==> src/rtl/fpss_pkg.sv <==
package fpss_pkg;
  localparam int XLEN      = 64;
  localparam int SH_W      = 2;
  localparam int REG_IDX_W = 5;

  typedef enum logic [2:0] {
    K_SGL     = 3'd0,
    K_SGL_UPD = 3'd1,
    K_DBL     = 3'd2,
    K_DBL_UPD = 3'd3,
    K_INTW    = 3'd4
  } st_kind_e;

  // shifted index added to base, wraps naturally
  function automatic logic [XLEN-1:0] ea_calc(input logic [XLEN-1:0] base,
                                               input logic [XLEN-1:0] idx,
                                               input logic [SH_W-1:0] sh);
    logic [SH_W:0] amt;
    amt = {1'b0, sh} + 1'b1;
    return base + (idx >> amt);
  endfunction

  // double -> single for normal in-range values; err otherwise
  function automatic logic [32:0] to_single(input logic [63:0] d);
    logic [10:0] e11;
    logic        zero;
    e11  = d[62:52];
    zero = (d[62:0] == 63'd0);
    if (zero)
      return {1'b0, d[63], 31'd0};
    else if (e11 >= 11'd897 && e11 <= 11'd1150)
      return {1'b0, d[63], 8'(e11 - 11'd896), d[51:29]};
    else
      return {1'b1, d[63], 31'd0};
  endfunction
endpackage

==> src/rtl/fpss_addr_gen.sv <==
module fpss_addr_gen
  import fpss_pkg::*;
#(
  parameter int AW = XLEN,
  parameter int SW = SH_W,
  parameter int IW = REG_IDX_W
) (
  input  logic          upd,
  input  logic [IW-1:0] ra_idx,
  input  logic [AW-1:0] ra_val,
  input  logic [AW-1:0] rb_val,
  input  logic [SW-1:0] sh_amt,
  output logic [AW-1:0] ea,
  output logic          ra_zero
);
  logic [AW-1:0] base;
  logic [SW:0]   amt;

  always_comb begin
    ra_zero = (ra_idx == '0);
    base    = (upd || !ra_zero) ? ra_val : '0;
    amt     = {1'b0, sh_amt} + 1'b1;
    ea      = base + (rb_val >> amt);
  end
endmodule

==> src/rtl/fpss_sgl_conv.sv <==
module fpss_sgl_conv
  import fpss_pkg::*;
(
  input  logic [63:0] dbl_in,
  output logic [31:0] sgl_out,
  output logic        range_err
);
  logic [32:0] res;
  always_comb begin
    res       = to_single(dbl_in);
    range_err = res[32];
    sgl_out   = res[31:0];
  end
endmodule

==> src/rtl/fpss_data_fmt.sv <==
module fpss_data_fmt #(
  parameter int DW = 64,
  localparam int NB = DW / 8,
  localparam int CW = $clog2(NB + 1)
) (
  input  logic          wide,
  input  logic          raw_word,
  input  logic [DW-1:0] src,
  input  logic [31:0]   sgl,
  output logic [DW-1:0] data,
  output logic [CW-1:0] nbytes,
  output logic [NB-1:0] be
);
  always_comb begin
    if (wide) begin
      data   = src;
      nbytes = CW'(NB);
    end else begin
      data   = {{(DW-32){1'b0}}, raw_word ? src[31:0] : sgl};
      nbytes = CW'(4);
    end
  end

  for (genvar i = 0; i < NB; i++) begin : g_lane
    assign be[i] = (CW'(i) < nbytes);
  end
endmodule

==> src/rtl/fp_shift_store.sv <==
module fp_shift_store
  import fpss_pkg::*;
#(
  parameter int AW = XLEN,
  parameter int SW = SH_W,
  parameter int IW = REG_IDX_W,
  localparam int NB = AW / 8,
  localparam int CW = $clog2(NB + 1)
) (
  input  logic          clk,
  input  logic          rst_n,
  input  logic          req_valid,
  input  logic [2:0]    req_kind,
  input  logic [IW-1:0] ra_idx,
  input  logic [AW-1:0] ra_val,
  input  logic [AW-1:0] rb_val,
  input  logic [SW-1:0] sh_amt,
  input  logic [AW-1:0] frs_val,
  output logic          st_valid,
  output logic [AW-1:0] st_addr,
  output logic [CW-1:0] st_bytes,
  output logic [AW-1:0] st_data,
  output logic [NB-1:0] st_be,
  output logic          ra_we,
  output logic [IW-1:0] ra_wr_idx,
  output logic [AW-1:0] ra_wr_data,
  output logic          illegal,
  output logic          cvt_err
);
  logic          k_upd, k_sgl, k_wide, k_intw, k_bad;
  logic          ra_zero, rng_err, bad_form, fire;
  logic [AW-1:0] ea;
  logic [31:0]   sgl_w;
  logic [AW-1:0] fmt_data;
  logic [CW-1:0] fmt_bytes;
  logic [NB-1:0] fmt_be;

  always_comb begin
    k_upd  = 1'b0; k_sgl = 1'b0; k_wide = 1'b0; k_intw = 1'b0; k_bad = 1'b0;
    case (req_kind)
      K_SGL:     k_sgl = 1'b1;
      K_SGL_UPD: begin k_sgl = 1'b1; k_upd = 1'b1; end
      K_DBL:     k_wide = 1'b1;
      K_DBL_UPD: begin k_wide = 1'b1; k_upd = 1'b1; end
      K_INTW:    k_intw = 1'b1;
      default:   k_bad = 1'b1;
    endcase
  end

  fpss_addr_gen #(.AW(AW), .SW(SW), .IW(IW)) u_addr (
    .upd(k_upd), .ra_idx(ra_idx), .ra_val(ra_val), .rb_val(rb_val),
    .sh_amt(sh_amt), .ea(ea), .ra_zero(ra_zero)
  );

  fpss_sgl_conv u_conv (.dbl_in(frs_val), .sgl_out(sgl_w), .range_err(rng_err));

  fpss_data_fmt #(.DW(AW)) u_fmt (
    .wide(k_wide), .raw_word(k_intw), .src(frs_val), .sgl(sgl_w),
    .data(fmt_data), .nbytes(fmt_bytes), .be(fmt_be)
  );

  assign bad_form = req_valid && (k_bad || (k_upd && ra_zero));
  assign fire     = req_valid && !bad_form;

  always_ff @(posedge clk) begin
    if (!rst_n) begin
      st_valid   <= 1'b0;
      ra_we      <= 1'b0;
      illegal    <= 1'b0;
      cvt_err    <= 1'b0;
      st_addr    <= '0;
      st_bytes   <= '0;
      st_data    <= '0;
      st_be      <= '0;
      ra_wr_idx  <= '0;
      ra_wr_data <= '0;
    end else begin
      st_valid <= fire;
      ra_we    <= fire && k_upd;
      illegal  <= bad_form;
      cvt_err  <= fire && k_sgl && rng_err;
      if (req_valid) begin
        st_addr    <= ea;
        st_bytes   <= fmt_bytes;
        st_data    <= fmt_data;
        st_be      <= fmt_be;
        ra_wr_idx  <= ra_idx;
        ra_wr_data <= ea;
      end
    end
  end
endmodule

==> config.mk <==
export PLATFORM = sky130hd
export DESIGN_NAME = fp_shift_store
export DESIGN_NICKNAME = d
export VERILOG_FILES = /design/src/rtl/fpss_pkg.sv /design/src/rtl/fpss_addr_gen.sv /design/src/rtl/fpss_sgl_conv.sv /design/src/rtl/fpss_data_fmt.sv /design/src/rtl/fp_shift_store.sv
export SDC_FILE = /design/constraint.sdc
export NUM_CORES = 1
export LEC_CHECK = 0
export BUFFER_PORTS_ARGS = -buffer_cell sky130_fd_sc_hd__buf_2
export CAP_MARGIN = 20
export CORE_MARGIN = 5
export CORE_UTILIZATION = 35
export CTS_CLUSTER_DIAMETER = 150
export DETAILED_ROUTE_END_ITERATION = 8
export GPL_TIMING_DRIVEN = 0
export PLACE_DENSITY = 0.71
export RECOVER_POWER = 100
export SYNTH_ARGS = -nofsm -noshare
export SYNTH_HDL_FRONTEND = slang
export SYNTH_SLANG_ARGS = --single-unit
==> constraint.sdc <==
create_clock -name clk -period 4.8 [get_ports clk]
set_clock_uncertainty 0.15 [all_clocks]
set_input_delay 0.96 -clock clk [delete_from_list [all_inputs] [get_ports clk]]
set_output_delay 0.96 -clock clk [all_outputs]
set_load 0.01 [all_outputs]
# Word level (Yosys, flattened, before mapping)
# Index checks and enable logic that the tools add are counted.
[totals] latch_bits=0 input_bits=205 reg_bits=149 mem_count=0 out_inout_bits=213 word_cells=56 ramBits=0 romBits=0
[op_classes] order_cmp=10 shifts=1 eq_ne=4 muxes=11 add_sub_neg=3 bitwise_logic=0 n_div=0 n_reduce_logical=18 multipliers=0
[ops] operator="two-way mux 64 bit" n=2
[ops] operator="two-way mux 33 bit" n=2
[ops] operator="adder 64 bit" n=1
[ops] operator=">> shifter 64 x 3 -> 64 bit" n=1
[ops] operator="zero test 63 bit" n=1
[ops] operator="two-way mux 32 bit" n=1
[ops] operator="< comparator 3 x 4 -> 1 bit, first input constant" n=4
[ops] operator="greater-or-equal comparator 11 x 10 -> 1 bit, second input constant" n=1
[ops] operator="<= comparator 11 bit, second input constant" n=1
[ops] operator="< comparator 1 x 4 -> 1 bit, first input constant" n=2
[ops] operator="< comparator 2 x 4 -> 1 bit, first input constant" n=2
[ops] operator="subtractor 8 bit, second input constant" n=1
[ops] operator="logical AND 1 bit" n=7
[ops] operator="equality test 3 x 2 -> 1 bit, second input constant" n=2
[ops] operator="OR reduction 2 bit" n=3
[ops] operator="zero test 5 bit" n=1
[ops] operator="two-way mux 1 bit" n=5
[ops] operator="OR reduction 5 bit" n=1
[ops] operator="two-way mux 4 bit" n=1
[ops] operator="adder 2 x 1 -> 3 bit, second input constant" n=1
[ops] operator="equality test 3 x 1 -> 1 bit, second input constant" n=1
[ops] operator="equality test 3 bit, second input constant" n=1
[ops] operator="zero test 3 bit" n=1
[ops] operator="zero test 1 bit" n=2
[ops] operator="logical OR 1 bit" n=2

# Longest topological paths before layout
# Gate-level depths: netlist of the first run.
[logic_depth] depth_word=10 depth_mapped=18 depth_no_buf=16

# Modules after synthesis
# A second synthesis of the first run with hierarchy kept.
[hier_totals] cells_unflattened=1433 hier_area_um2=13264.0
[by_module_without_submodules] module="fp_shift_store" area_per_inst_um2=6291.0 cells_per_inst=546 n_inst=1 seq_area_each_um2=2982.9
[by_module_without_submodules] module="fpss_addr_gen" area_per_inst_um2=5734.2 cells_per_inst=739 n_inst=1 seq_area_each_um2=0.0
[by_module_without_submodules] module="fpss_data_fmt" area_per_inst_um2=823.3 cells_per_inst=85 n_inst=1 seq_area_each_um2=0.0
[by_module_without_submodules] module="fpss_sgl_conv" area_per_inst_um2=415.4 cells_per_inst=63 n_inst=1 seq_area_each_um2=0.0

# Worst setup path before layout of the first run
# Ideal clock, no wire load.
[synth_path] path_kind="in2reg" from="in sh_amt[0]" to="reg ra_wr_data[60]" setup_slack_ns=-0.154 required_time_ns=4.525 n_path_buf=2 setup_time_ns=0.125 cell_stages=14 t_arrival_ns=4.678 cell_sequence="clkbuf_1 > buf_1 > mux4_2 > ha_1 > a21o_1 > a31o_2 > a21o_1 > a221o_1 > a21oi_4 > o21ai_2 > a41o_1 > a31oi_1 > xor2_1 > o21ai_1"
[synth_between] elab_chain_cells=3
[synth_lines] element="start: declaration" line="fp_shift_store.sv:17" source="input logic [SW-1:0] sh_amt,"
[synth_lines] element="adder 2 x 1 -> 3 bit" line="fpss_addr_gen.sv:22" source="amt = {1'b0, sh_amt} + 1'b1;"
[synth_lines] element=">> shifter 64 x 3 -> 64 bit" line="fpss_addr_gen.sv:23" source="ea = base + (rb_val >> amt);"
[synth_lines] element="adder 64 bit" line="fpss_addr_gen.sv:23"
[synth_lines] element="end signal: assignment" line="fp_shift_store.sv:76" source="ra_wr_data <= '0;"
[synth_lines] element="end signal: assignment" line="fp_shift_store.sv:88" source="ra_wr_data <= ea;"
[synth_lines] element="end: declaration" line="fp_shift_store.sv:26" source="output logic [AW-1:0] ra_wr_data,"
# Every way passes these cells.
# A chain may end at the register's enable or synchronous reset.

# Final worst setup path of the first run
[layout_path] from="in ra_idx[0]" to="reg ra_wr_data[58]"
[layout_between] elab_chain_cells=5
[layout_lines] element="start: declaration" line="fp_shift_store.sv:14" source="input logic [IW-1:0] ra_idx,"
[layout_lines] element="zero test 5 bit" line="fpss_addr_gen.sv:20" source="ra_zero = (ra_idx == '0);"
[layout_lines] element="zero test 1 bit" line="fpss_addr_gen.sv:21" source="base = (upd || !ra_zero) ? ra_val : '0;"
[layout_lines] element="logical OR 1 bit" line="fpss_addr_gen.sv:21"
[layout_lines] element="two-way mux 64 bit" line="fpss_addr_gen.sv:21"
[layout_lines] element="adder 64 bit" line="fpss_addr_gen.sv:23"
# Every way passes these cells.

==> results of run 1 <==
[metal layers]
| layer | up-vias | share of wire [%] |
|---|---|---|
| met5 | - | 0 |
| met4 | 0 | 2.5 |
| met3 | 54 | 6.5 |
| met2 | 508 | 49 |
| met1 | 5748 | 42 |
| li1 | 5728 | - |
[placed cells by master, fill, tap and decap left out, types with 32 or more instances in the layout]
cell      count
a21o_1       37
a21oi_1      85
a22oi_1      32
buf_2       267
clkbuf_1    213
clkbuf_4     64
dfxtp_1     140
ha_1         63
mux2i_1      43
mux4_2       59
nand2_1      74
nor2_1       88
nor2b_1     152
nor3b_1      34
o21ai_0      42
[synth_stat cells (34+ instances only)]
library cell	n
nor2b_1	152
ha_1	63
clkbuf_1	72
buf_4	73
a21o_1	37
nor2_1	89
mux4_2	59
mux2i_1	43
a21oi_1	89
dfxtp_1	140
nand2_1	74
nor3b_1	34
o21ai_0	47
[worst paths after layout]
| path | to | startpoint |
|---|---|---|
| hold reg to reg | ra_wr_data[60] | ra_wr_data[60] |
| hold / removal | ra_wr_data[60] | ra_wr_data[60] |
| setup reg to reg | ra_wr_data[56] | ra_wr_data[56] |
| setup / recovery | ra_wr_data[58] | ra_idx[0] |
[what timing repair did]
action	CTS	global route
setup buffers	3	1
setup endpoints to repair	52	26
resized for setup	16	43
pin swaps	2	8
[layout make-up]
type | count | area, um2
plain buffers | 156 | 913.4
inverters | 17 | 63.81
diodes | 3 | 7.507
clock inverters | 9 | 161.4
clock buffers | 22 | 474.2
well taps | 442 | 553.0
fillers | 3298 | 17760
repair buffers | 416 | 1916
multi-input cells | 1017 | 7971
flip-flops and latches | 140 | 2803
[critical path, stage by stage]
cell	delay [ps]
buf_2	100
or4_1	530
nor2_2	110
and2_4	170
buf_12	130
buf_6	130
nor2b_1	50
ha_1	260
buf_2	180
a21o_1	180
and4_1	230
o41ai_4	390
nand3_2	140
a211oi_4	300
nor4b_4	110
o211a_1	290
o211ai_2	230
mux2i_1	210
nand3_1	80
[flip-flops by register name, summed over array words and instances, names as in the netlist]
name / count
ra_wr_data: 64
st_data: 64
ra_wr_idx: 5
st_be: 2
cvt_err: 1
illegal: 1
ra_we: 1
st_bytes: 1
st_valid: 1
[cell families after synthesis]
family	Yosys count	synth area share [%]
AND/OR/NAND/NOR	465	21.76
AO/OA/AOI/OAI	332	19.71
other	1	0.03237
multiplexers	103	15.28
adder cells (fa/ha/maj)	64	6.978
buffers and inverters	176	8.177
XOR/XNOR	51	3.856
flip-flops	140	24.20
[power breakdown]
group	total [mW]	switching, mW	internal, mW
logic	1.84	1.03	0.804
clock network	1.44	0.526	0.911
registers	1.39	0.114	1.27
total	4.67	1.68	2.99
[stage by stage]
step	setup slack, ps	TNS (ps)	hold slack (ps)
finish	134.4	0	325.8
global route	-22.44	-37.92	344.6
CTS	4.972	0	325.5
detailed placement	-1452	-54550	316.8
floorplan	48.04	0	334.2
global placement	-1435	-55680	314.0
==> impl_metrics.py, run 1 <==
metrics = {
    "outcome": {
        "outcome": "complete, no violations",
    },
    "timing": {
        "min_period_ps": 4666,
        "setup_viol": 0,
        "slew_headroom_pct": 37.57,
        "worst_pin_slew_ps": 936.4,
        "max_freq_mhz": 214.3,
        "hold_viol_final": 0,
        "post-route-period-util_pct": 97.20,
        "slew_violations": 0,
    },
    "grt": {
        "grt_pass1_wl_mm": 66.70,
        "top_usage_layer": "met2",
        "grt_max_degree": 17,
        "globalRouteMet2Util_pct": 40.17,
        "grt_pass1_vias": 11829,
        "met1_usage_pct": 29.50,
        "grt_use_met3_pct": 2.690,
        "overflow": 0,
        "grt_use_total_pct": 23.14,
        "grt_antenna_before_repair": 3,
    },
    "placement": {
        "gp_congestion": 0.8938,
        "place_area_mm2": 0.01422,
        "dp_hpwl_mm": 36.92,
        "dpl.cell_count": 2187,
        "port_buffers": 411,
    },
    "synth": {
        "yosysTopAreaCell": "dfxtp_1",
        "synth_cell_type_count": 69,
        "synth_area_mm2": 0.01158,
        "synthArstFlopShare_pct": 0,
        "synth_top_area_share_pct": 24.20,
        "ys_top_cells_by_area": "dfxtp_1, mux4_2, nor2b_1",
        "synth_edf_count": 0,
        "ys_seq_area_share_pct": 24.20,
        "avgSynthCellArea_um2": 8.696,
        "synth_cells": 1332,
        "yosys_warnings": 0,
        "ys_ff_latch": 140,
        "synthFlopType": "dfxtp_1",
    },
    "worst_setup_path": {
        "r2r_cells": 2,
        "worstSetupPathType": "in -> reg",
        "crit_path_end_kind": "flop",
        "critPathRequiredTime_ps": 4950,
        "cp_max_fo": 10,
        "critical_path_arrival_ps": 4820,
        "r2r_setup_slack_ps": 3860,
        "critPathLaunchType": "input pin",
    },
    "min_path": {
        "hp-class": "reg -> reg",
        "holdPathStages": 2,
    },
    "drt": {
        "vias": 12038,
        "drtIter0Drc": 630,
        "drc_errors": 0,
        "first_pass_iters": 6,
        "antenna_left": 0,
        "wl_per_cell_um": 20.07,
        "via_per_inst": 5.418,
        "routed_wl_mm": 44.60,
    },
    "layout": {
        "areaGrowthSynthToFinish_pct": 28.31,
        "final_cells": 2222,
        "nets": 2034,
        "final_area_mm2": 0.01486,
        "post-route-util_pct": 45.57,
        "drive_above_1_share_pct": 27.41,
    },
    "power_and_ir_drop": {
        "p_leak_nw": 6.379,
        "powerDensity_mw_per_mm2": 313.9,
        "p_total_mw": 4.666,
        "vdd_drop_max_mv": 0.1553,
    },
    "cts": {
        "cts_root_buf": "clkbuf_16",
        "ctsHoldBuffers": 0,
        "cts_buffers": 17,
        "clk_pin_slew_worst_paths_ps": 50,
        "cts_tree": "yes",
        "cts_buffer_depth": 2,
        "insertion_delay_ps": 420,
        "clkSinkCount": 140,
        "cts_max_level": 4,
    },
    "floorplan": {
        "die-area_mm2": 0.03684,
        "fp.dieW_um": 191.9,
        "num_io_pins": 418,
        "core_mm2": 0.03262,
        "initial_core_util_pct": 35.51,
        "die-height_um": 191.9,
        "rows": 66,
    },
    "job": {
        "cap_violations": 0,
    },
}
No activity file was read; power rests on OpenSTA's default activity.
==> run 2: changes to the inputs <==
--- a/config.mk
+++ b/config.mk
@@ -5,14 +5,14 @@
 export SDC_FILE = /design/constraint.sdc
 export NUM_CORES = 1
 export LEC_CHECK = 0
-export BUFFER_PORTS_ARGS = -buffer_cell sky130_fd_sc_hd__buf_2
+export BUFFER_PORTS_ARGS = -buffer_cell sky130_fd_sc_hd__buf_4
 export CAP_MARGIN = 20
 export CORE_MARGIN = 5
 export CORE_UTILIZATION = 35
 export CTS_CLUSTER_DIAMETER = 150
 export DETAILED_ROUTE_END_ITERATION = 8
 export GPL_TIMING_DRIVEN = 0
-export PLACE_DENSITY = 0.71
+export PLACE_DENSITY_LB_ADDON = 0.25
 export RECOVER_POWER = 100
 export SYNTH_ARGS = -nofsm -noshare
 export SYNTH_HDL_FRONTEND = slang
==> run 2 against run 1 <==
  * First-iteration DRC count rose by 32%
  * Worst hold slack worse by 9.1 ps
  * Design area increased by 4.8%
  * Clock-buffer cell count is 2 lower
  * Setup slack worse by 34 ps
  * Core utilization grew 2.2 points
  * Largest cell class unchanged
  * Highest routed layer unchanged
==> impl_metrics.py, run 2 (same netlist as run 1, synthesis figures left out) <==
metrics = {
    "drt": {
        "via_per_inst": 5.400,
        "drc_errors": 0,
        "antenna_left": 0,
        "first_pass_iters": 6,
        "wl_per_cell_um": 20.59,
        "drtIter0Drc": 831,
        "vias": 11989,
        "routed_wl_mm": 45.70,
    },
    "timing": {
        "hold_viol_final": 0,
        "post-route-period-util_pct": 97.91,
        "max_freq_mhz": 212.8,
        "setup_viol": 0,
        "rsz0062_at_grt": "yes",
        "slew_headroom_pct": 31.05,
        "min_period_ps": 4700,
        "slew_violations": 0,
        "worst_pin_slew_ps": 1034,
        "setup_ws_ps": 100.3,
    },
    "floorplan": {
        "initial_core_util_pct": 35.51,
        "die-area_mm2": 0.03684,
        "core_mm2": 0.03262,
        "die-height_um": 191.9,
        "rows": 66,
        "fp.dieW_um": 191.9,
        "num_io_pins": 418,
    },
    "layout": {
        "mostFrequentLayoutCell": "buf_4",
        "drive_above_1_share_pct": 27.84,
        "num_antenna_cells": 0,
        "nFillCells": 3384,
        "areaGrowthSynthToFinish_pct": 34.46,
        "nets": 2036,
        "reg_top3": "ra_wr_data (64), st_data (64), ra_wr_idx (5)",
        "mostFrequentLayoutCells": "buf_4, clkbuf_1, nor2b_1, dfxtp_1, nor2_1",
        "post-route-util_pct": 47.75,
    },
    "worst_setup_path": {
        "critPathLaunchType": "input pin",
        "critPathRequiredTime_ps": 4970,
        "cp_max_fo": 10,
        "critical_path_arrival_ps": 4870,
        "reg2reg_from": "ra_wr_data[40]",
        "r2r_setup_slack_ps": 3850,
        "crit_path_top_delay_cell": "or4_1",
        "worstSetupPathType": "in -> reg",
        "r2r_cells": 2,
        "r2r_end": "ra_wr_data[40]",
        "slowest_delay_ps": 540,
        "path_cells": "buf_4 -> or4_1 -> nor2_2 -> and2_4 -> buf_12 -> clkbuf_16 -> nor2b_1 -> ha_1 -> fa_1 -> a21oi_2 -> o21ai_1 -> o22ai_2 -> o21ai_4 -> a211oi_2 -> nor4b_2 -> buf_4 -> o211a_4 -> o211ai_2 -> mux2i_1 -> nand3_1",
        "crit_path_end_kind": "flop",
        "cpMostUsedCell": "buf_4",
    },
    "power_and_ir_drop": {
        "vdd_drop_max_mv": 0.1971,
        "powerDensity_mw_per_mm2": 306.6,
        "p_leak_nw": 6.582,
    },
    "grt": {
        "grt_max_degree": 17,
        "overflow": 0,
        "grt_pass1_wl_mm": 67.94,
        "grt_antenna_before_repair": 0,
        "grt_pass1_vias": 11844,
        "grt_use_total_pct": 23.63,
    },
    "cts": {
        "ctsHoldBuffers": 0,
        "cts_tree": "yes",
        "clk_pin_slew_worst_paths_ps": 60,
        "clkSinkCount": 140,
        "cts_buffer_depth": 2,
        "cts_buffers": 17,
        "insertion_delay_ps": 430,
        "cts_max_level": 4,
        "cts_root_buf": "clkbuf_16",
    },
    "min_path": {
        "holdPathStages": 2,
        "holdPathEnd": "ra_wr_data[60]",
        "hp-class": "reg -> reg",
        "worst_hold_startpoint": "ra_wr_data[60]",
    },
    "placement": {
        "pre_cts_slack_ps": -1277,
        "dp_hpwl_mm": 38.25,
        "gp_congestion": 0.8952,
        "port_buffers": 411,
    },
    "job": {
        "cap_violations": 0,
    },
    "outcome": {
        "outcome": "complete, no violations",
    },
}
run 2: where the power goes:
group	switching, mW	internal [mW]	total (mW)
Sequential	0.107	1.27	1.38
Clock	0.542	0.893	1.44
Combinational	1.06	0.898	1.96
run 2: worst max-delay path by stage:
stage	from	endpoint	depth (start not counted)
floorplan	ra_idx[0]	ra_wr_data[60]	17
global placement	ra_idx[0]	ra_wr_data[33]	18
detailed placement	ra_idx[0]	ra_wr_data[33]	19
CTS	ra_idx[0]	ra_wr_data[58]	20
global route	ra_idx[0]	ra_wr_data[58]	20
finish	ra_idx[0]	ra_wr_data[58]	20
run 2: through the flow:
stage	cells	instance area, um2	TNS (ps)	hold WS, ps	power (mW)
after floorplan	1333	11600	0	334.2	2.590
after global placement	2186	15240	-59910	311.6	3.390
after detailed placement	2187	15250	-39750	312.3	3.409
after CTS	2219	16010	0	320.3	4.862
after global routing	2220	15570	-223.3	337.9	5.027
final	2220	15570	0	316.7	4.775
run 2: worst max-delay path: cells and delay by family:
kind                     cells  cell delay, ps
AO/OA/AOI/OAI                7            1380
adder cells (fa/ha/maj)      2             630
buffers and inverters        4             600
multiplexers                 1             200
AND/OR/NAND/NOR              6            1040
run 2: timing repair:
item / CTS / global route
pin swaps: 9 / 9
setup endpoints to repair: 46 / 27
setup buffers: 4 / 2
gates resized for setup: 25 / 36
run 2: layout make-up:
| type | instances | area [um2] | area share, % |
|---|---|---|---|
| plain buffers | 156 | 939.7 | 6.033 |
| clock buffers | 20 | 456.7 | 2.932 |
| clock inverters | 10 | 165.2 | 1.060 |
| inverters | 17 | 63.81 | 0.4097 |
| multi-input cells | 1017 | 7979 | 51.23 |
| flip-flops and latches | 140 | 2803 | 17.99 |
| well taps | 442 | 553.0 | 3.551 |
| repair buffers | 418 | 2615 | 16.79 |
run 2: per-layer routing:
| layer | up-vias | routed length (um) | GRT usage, % |
|---|---|---|---|
| met2 | 471 | 21580 | 40.01 |
| met3 | 64 | 3457 | 4.271 |
| met5 | - | 0 | 0 |
| met1 | 5741 | 19320 | 30.71 |
| met4 | 0 | 1347 | 7.265 |
| li1 | 5713 | - | - |
